--- src/rtl/mfclk_pkg.sv ---
package mfclk_pkg;

  // Multiframe length in character-clock cycles for a given select pair
  function automatic int unsigned mf_len(
    input int unsigned fsel,
    input int unsigned ksel,
    input int unsigned flog_max,
    input int unsigned k_short,
    input int unsigned k_long,
    input int unsigned oct_per_clk
  );
    int unsigned flog;
    int unsigned kval;
    flog = (fsel > flog_max) ? flog_max : fsel;
    kval = (ksel != 0) ? k_long : k_short;
    return ((32'd1 << flog) * kval) / oct_per_clk;
  endfunction

endpackage

--- src/rtl/mfclk_sync.sv ---
module mfclk_sync #(
  parameter int STAGES = 2
) (
  input  logic clk,
  input  logic rst_n,
  input  logic async_in,
  output logic rise
);
  logic [STAGES-1:0] chain;
  logic              last;

  always_ff @(posedge clk) begin
    if (!rst_n) begin
      chain <= '0;
      last  <= 1'b0;
    end else begin
      chain[0] <= async_in;
      for (int i = 1; i < STAGES; i++) begin
        chain[i] <= chain[i-1];
      end
      last <= chain[STAGES-1];
    end
  end

  assign rise = chain[STAGES-1] & ~last;


  rise_single_chk: assert property (@(posedge clk) disable iff (!rst_n)
    rise |=> !rise);

endmodule

--- src/rtl/mfclk_counter.sv ---
module mfclk_counter #(
  parameter int CNT_W = 5
) (
  input  logic             clk,
  input  logic             rst_n,
  input  logic [CNT_W:0]   mlen,
  input  logic             edge_det,
  input  logic             oneshot_en,
  output logic [CNT_W-1:0] cnt,
  output logic             locked
);
  localparam int MLEN_W = CNT_W + 1;

  logic take;
  logic at_end;

  assign take   = edge_det && !(oneshot_en && locked);
  assign at_end = ({1'b0, cnt} >= (mlen - MLEN_W'(1)));

  always_ff @(posedge clk) begin
    if (!rst_n) begin
      cnt    <= '0;
      locked <= 1'b0;
    end else if (take) begin
      // detection cycle is position 0, so the next cycle is position 1
      cnt    <= CNT_W'(1);
      locked <= 1'b1;
    end else if (at_end) begin
      cnt <= '0;
    end else begin
      cnt <= cnt + CNT_W'(1);
    end
  end


  realign_load_chk: assert property (@(posedge clk) disable iff (!rst_n)
    take |=> (cnt == CNT_W'(1)));


  wrap_chk: assert property (@(posedge clk) disable iff (!rst_n)
    (!edge_det && ({1'b0, cnt} == mlen - MLEN_W'(1)) && $stable(mlen)) |=> (cnt == '0));


  lock_first_chk: assert property (@(posedge clk) disable iff (!rst_n)
    (edge_det && !locked) |=> (locked && cnt == CNT_W'(1)));

endmodule

--- src/rtl/mfclk_monitor.sv ---
module mfclk_monitor (
  input  logic clk,
  input  logic rst_n,
  input  logic edge_det,
  input  logic locked,
  input  logic at_zero,
  input  logic clr,
  output logic misalign
);
  logic bad_edge;

  assign bad_edge = edge_det && locked && !at_zero;

  always_ff @(posedge clk) begin
    if (!rst_n)        misalign <= 1'b0;
    else if (bad_edge) misalign <= 1'b1;
    else if (clr)      misalign <= 1'b0;
  end


  misalign_set_chk: assert property (@(posedge clk) disable iff (!rst_n)
    bad_edge |=> misalign);


  misalign_sticky_chk: assert property (@(posedge clk) disable iff (!rst_n)
    (misalign && !clr) |=> misalign);


  misalign_clear_chk: assert property (@(posedge clk) disable iff (!rst_n)
    (clr && !bad_edge) |=> !misalign);

endmodule

--- src/rtl/mfclk_framemark.sv ---
module mfclk_framemark #(
  parameter int OCT_PER_CLK = 4,
  parameter int FSEL_W      = 2,
  parameter int F_LOG_MAX   = 2
) (
  input  logic [FSEL_W-1:0]      fsel,
  output logic [OCT_PER_CLK-1:0] mark
);
  int unsigned flog;

  always_comb begin
    flog = (32'(fsel) > 32'(F_LOG_MAX)) ? 32'(F_LOG_MAX) : 32'(fsel);
  end

  for (genvar i = 0; i < OCT_PER_CLK; i++) begin : g_lane
    localparam int unsigned LANE = i;
    assign mark[i] = ((LANE % (32'd1 << flog)) == 32'd0);
  end

endmodule

--- src/rtl/mfclk_aligner.sv ---
module mfclk_aligner #(
  parameter int OCT_PER_CLK = 4,
  parameter int K_SHORT     = 16,
  parameter int K_LONG      = 32,
  parameter int F_LOG_MAX   = 2,
  parameter int SYNC_STAGES = 2
) (
  input  logic                   clk,
  input  logic                   rst_n,
  input  logic                   sysref_in,
  input  logic [1:0]             frame_sel,
  input  logic                   kmf_sel,
  input  logic                   oneshot_en,
  input  logic                   err_clr,
  output logic                   mf_pulse,
  output logic [OCT_PER_CLK-1:0] frame_mark,
  output logic                   misalign
);
  localparam int MAX_M  = ((1 << F_LOG_MAX) * K_LONG) / OCT_PER_CLK;
  localparam int CNT_W  = (MAX_M > 2) ? $clog2(MAX_M) : 1;
  localparam int MLEN_W = CNT_W + 1;

  logic              edge_det;
  logic [CNT_W-1:0]  cnt;
  logic              locked;
  logic [MLEN_W-1:0] mlen;

  assign mlen = MLEN_W'(mfclk_pkg::mf_len(32'(frame_sel), 32'(kmf_sel),
                                          F_LOG_MAX, K_SHORT, K_LONG, OCT_PER_CLK));

  mfclk_sync #(.STAGES(SYNC_STAGES)) u_sync (
    .clk      (clk),
    .rst_n    (rst_n),
    .async_in (sysref_in),
    .rise     (edge_det)
  );

  mfclk_counter #(.CNT_W(CNT_W)) u_cnt (
    .clk        (clk),
    .rst_n      (rst_n),
    .mlen       (mlen),
    .edge_det   (edge_det),
    .oneshot_en (oneshot_en),
    .cnt        (cnt),
    .locked     (locked)
  );

  assign mf_pulse = (cnt == '0);

  mfclk_monitor u_mon (
    .clk      (clk),
    .rst_n    (rst_n),
    .edge_det (edge_det),
    .locked   (locked),
    .at_zero  (mf_pulse),
    .clr      (err_clr),
    .misalign (misalign)
  );

  mfclk_framemark #(
    .OCT_PER_CLK (OCT_PER_CLK),
    .FSEL_W      (2),
    .F_LOG_MAX   (F_LOG_MAX)
  ) u_fm (
    .fsel (frame_sel),
    .mark (frame_mark)
  );


  aligned_edge_chk: assert property (@(posedge clk) disable iff (!rst_n)
    (edge_det && mf_pulse && !err_clr && !misalign) |=> !misalign);

endmodule

--- config.mk ---
export PLATFORM = sky130hd
export DESIGN_NAME = mfclk_aligner
export DESIGN_NICKNAME = d
export VERILOG_FILES = /design/src/rtl/mfclk_pkg.sv /design/src/rtl/mfclk_sync.sv /design/src/rtl/mfclk_counter.sv /design/src/rtl/mfclk_monitor.sv /design/src/rtl/mfclk_framemark.sv /design/src/rtl/mfclk_aligner.sv
export SDC_FILE = /design/constraint.sdc
export NUM_CORES = 1
export LEC_CHECK = 0
export ABC_AREA = 1
export BUFFER_PORTS_ARGS = -buffer_cell sky130_fd_sc_hd__buf_4
export CORE_AREA = 4 4 41 43
export DETAILED_ROUTE_END_ITERATION = 10
export DIE_AREA = 0 0 45 47
export GPL_TIMING_DRIVEN = 0
export HOLD_SLACK_MARGIN = 0.03
export PLACE_DENSITY = 0.63
export SYNTH_ARGS = -nofsm -noshare
export SYNTH_HDL_FRONTEND = slang
export SYNTH_SLANG_ARGS = --single-unit
--- constraint.sdc ---
create_clock -name clk -period 1.6 [get_ports clk]
set_input_delay 0.16 -clock clk [delete_from_list [all_inputs] [get_ports clk]]
set_output_delay 0.16 -clock clk [all_outputs]
set_load 0.01 [all_outputs]
==> out/results.txt <==
status = finished clean
die footprint = 0.002115 mm^2
XOR/XNOR Fraction of Synth Area = 1.542%
WL per Instance = 8.688 um
crit-path max FO = 3
clk buf depth = 2
Core ar. = 0.001301 mm^2
Max IR drop VDD = 0.4106 mV
post-DR vias/cell = 4.563
Min Clock Period, post-route = 1.345 ns
area delta synth->final = 24.45%
Seq/Total Area, Yosys = 35.24%
synthesized-area fraction occupied by adder cells = 15.42%
synth warn = 0
pwr dens = 753.4 mW/mm^2
diodes inserted = 0
hold path start = sysref_in
largest area contributor in the netlist = dfxtp_1
Async SR Flop Fraction = 0%
# fillers = 151
hold-fix buffers at CTS = 0
CTS H-tree depth = 1
final wirelength = 973 um
dpl ws = 0.3041 ns
DR iter-0 viols = 6
Final Hold Viols = 0
Post-Synth Simple-Gate Area = 32.82%
fin. max-slew vios = 0
synthesized flop and latch total = 10
worst endpoint required time = 1.44 ns
crit path DAT = 1.19 ns
# rows = 13
largest net degree at the start of global routing = 8
RD Place Congestion = 0.7514
RSZ-0062 raised after global routing = no
multiplexer share of the synthesized area = 0%
initial antenna violation count = 0
TritonRoute pass-1 iters = 4
GRT Util Overall = 11.88%
post-route cell area = 706.9 um^2
port bufs = 12
Post-CTS Setup Repair Bufs = 0
CTS tree = yes
Crit Path Class = flop to output pin
Leak = 0.0003769 uW
top_reg_cell synth = dfxtp_1
clock latency on the worst-skew pair = 0.26 ns
CP startpoint = u_cnt.cnt[0]
area share of the largest cell type after synthesis = 35.24%
Max-Cap Viols = 0
largest family of logic cells by synthesized area = simple AND/OR/NAND/NOR gates
multi-input logic area = 315.3 um^2
layout net count = 114
number of global-route vias before repair = 438
Die Y = 47 um
mean post-synth cell area = 7.101 um^2
Cells after Synth = 80
I/O pins = 14
PostCTS Resize Cnt = 0
final setup skew = 0.001076 ns
final hold slack = 0.08029 ns
clock root cell = clkbuf_4
Worst Hold Depth = 3
Cell Area, Synth = 568.0 um^2
Highest Clock Rate = 0.7433 GHz
r2r endpoint = u_cnt.cnt[1]
setup violation total in the final timing report = 0
Placed Area = 684.4 um^2
Post-synth top cells = nand2_1, inv_1, dfxtp_1
Post-synth EDFFs = 0
number of buffers created by CTS = 3
crit end category = output pin
gr ovfl total = 0
Die Wd = 45 um
synth unique cells = 15
count leader, synth = nand2_1
synth top area cells = dfxtp_1, ha_1, nand2_1
final cycle utilization of the critical path = 84.09%
R2R depth = 6
DRC = 0
remaining antenna violation count = 0
reg2reg setup slack = 0.32 ns
clock slew at reported path FFs = 0.06 ns
Register Area = 200.2 um^2
layout cells sized above 1 = 17.53%
Final HPWL DP = 824.3 um
Synth Area in Compound Gates = 3.084%
Setup TNS = 0 ns
first-pass GRT wire length = 1766 um
worst setup margin = 0.2546 ns
r2r startpoint = u_cnt.cnt[3]
clock sink count = 10
Initial Utilization = 43.65%
Via Count = 511
Startpoint Class = flop
Hold Crit Class = input pin to flop
hold endpoint = u_sync.chain[0]
[metrics by stage]
step	power [uW]	util, %	std cells
floorplan	333.0	-	82
global placement	372.4	52.60	109
detailed placement	374.8	52.60	109
CTS	542.7	54.33	112
global route	563.6	54.33	112
finish	532.6	54.33	112
[worst max path at each step]
stage / end / slack, ns / cells after the start
3_3_place_gp: u_cnt.cnt[4] / 0.32 / 6
3_5_place_dp: u_cnt.cnt[1] / 0.30 / 8
2_1_floorplan: u_cnt.cnt[1] / 0.48 / 6
6_report: mf_pulse / 0.25 / 5
4_1_cts: mf_pulse / 0.23 / 5
5_1_grt: mf_pulse / 0.14 / 5
[area by class of cell]
class,instances,share of cell area (%)
well taps,15,2.655
multi-input cells,57,44.60
inverters,14,7.434
clock buffers,3,3.186
plain buffers,1,1.062
repair buffers,12,12.74
flip-flops and latches,10,28.32
[state kept, by name, summed over array words and instances, names as in the netlist]
signal / count
u_cnt.cnt: 5
u_mon.misalign: 1
u_cnt.locked: 1
u_sync.chain: 2
u_sync.last: 1
[per-layer routing]
metal | up-vias | track usage [%] | share of wire, %
met5 | - | 0 | 0
met1 | 216 | 13.04 | 44
li1 | 279 | - | -
met3 | 4 | 3.448 | 7.7
met2 | 12 | 19.49 | 46
met4 | 0 | 8.772 | 2.4
[power breakdown]
group	leakage (uW)	switching, uW	total [uW]	internal [uW]
sequential	0.0000818	11.2	273	262
clock	0.0000138	78.1	165	86.5
combinational	0.000281	48.6	95.0	46.4
[cell usage in the layout (no fill, tap or decap)]
cell | Yosys | layout
a21oi_1 | 2 | 2
buf_4 | 1 | 13
clkbuf_4 | 0 | 3
conb_1 | 2 | 4
dfxtp_1 | 10 | 10
ha_1 | 7 | 7
inv_1 | 14 | 14
nand2_1 | 21 | 21
nand3_1 | 5 | 5
nand3b_1 | 1 | 1
nand4_1 | 3 | 3
nor2_1 | 7 | 7
nor3_1 | 4 | 4
nor3_2 | 1 | 1
o21bai_1 | 1 | 1
xnor2_1 | 1 | 1
[critical path, stage by stage, from the launching register on]
cell     delay, ns
dfxtp_1       0.36
inv_1         0.08
ha_1          0.19
nand3_1       0.11
inv_1         0.05
buf_4         0.13
[cells by family after synthesis]
kind of cell,count (synthesis)
simple gates,42
compound gates,3
other cells,2
xor+xnor,1
buf+inv,15
flops,10
fa+ha+maj,7
(Power assumes the default switching activity.)
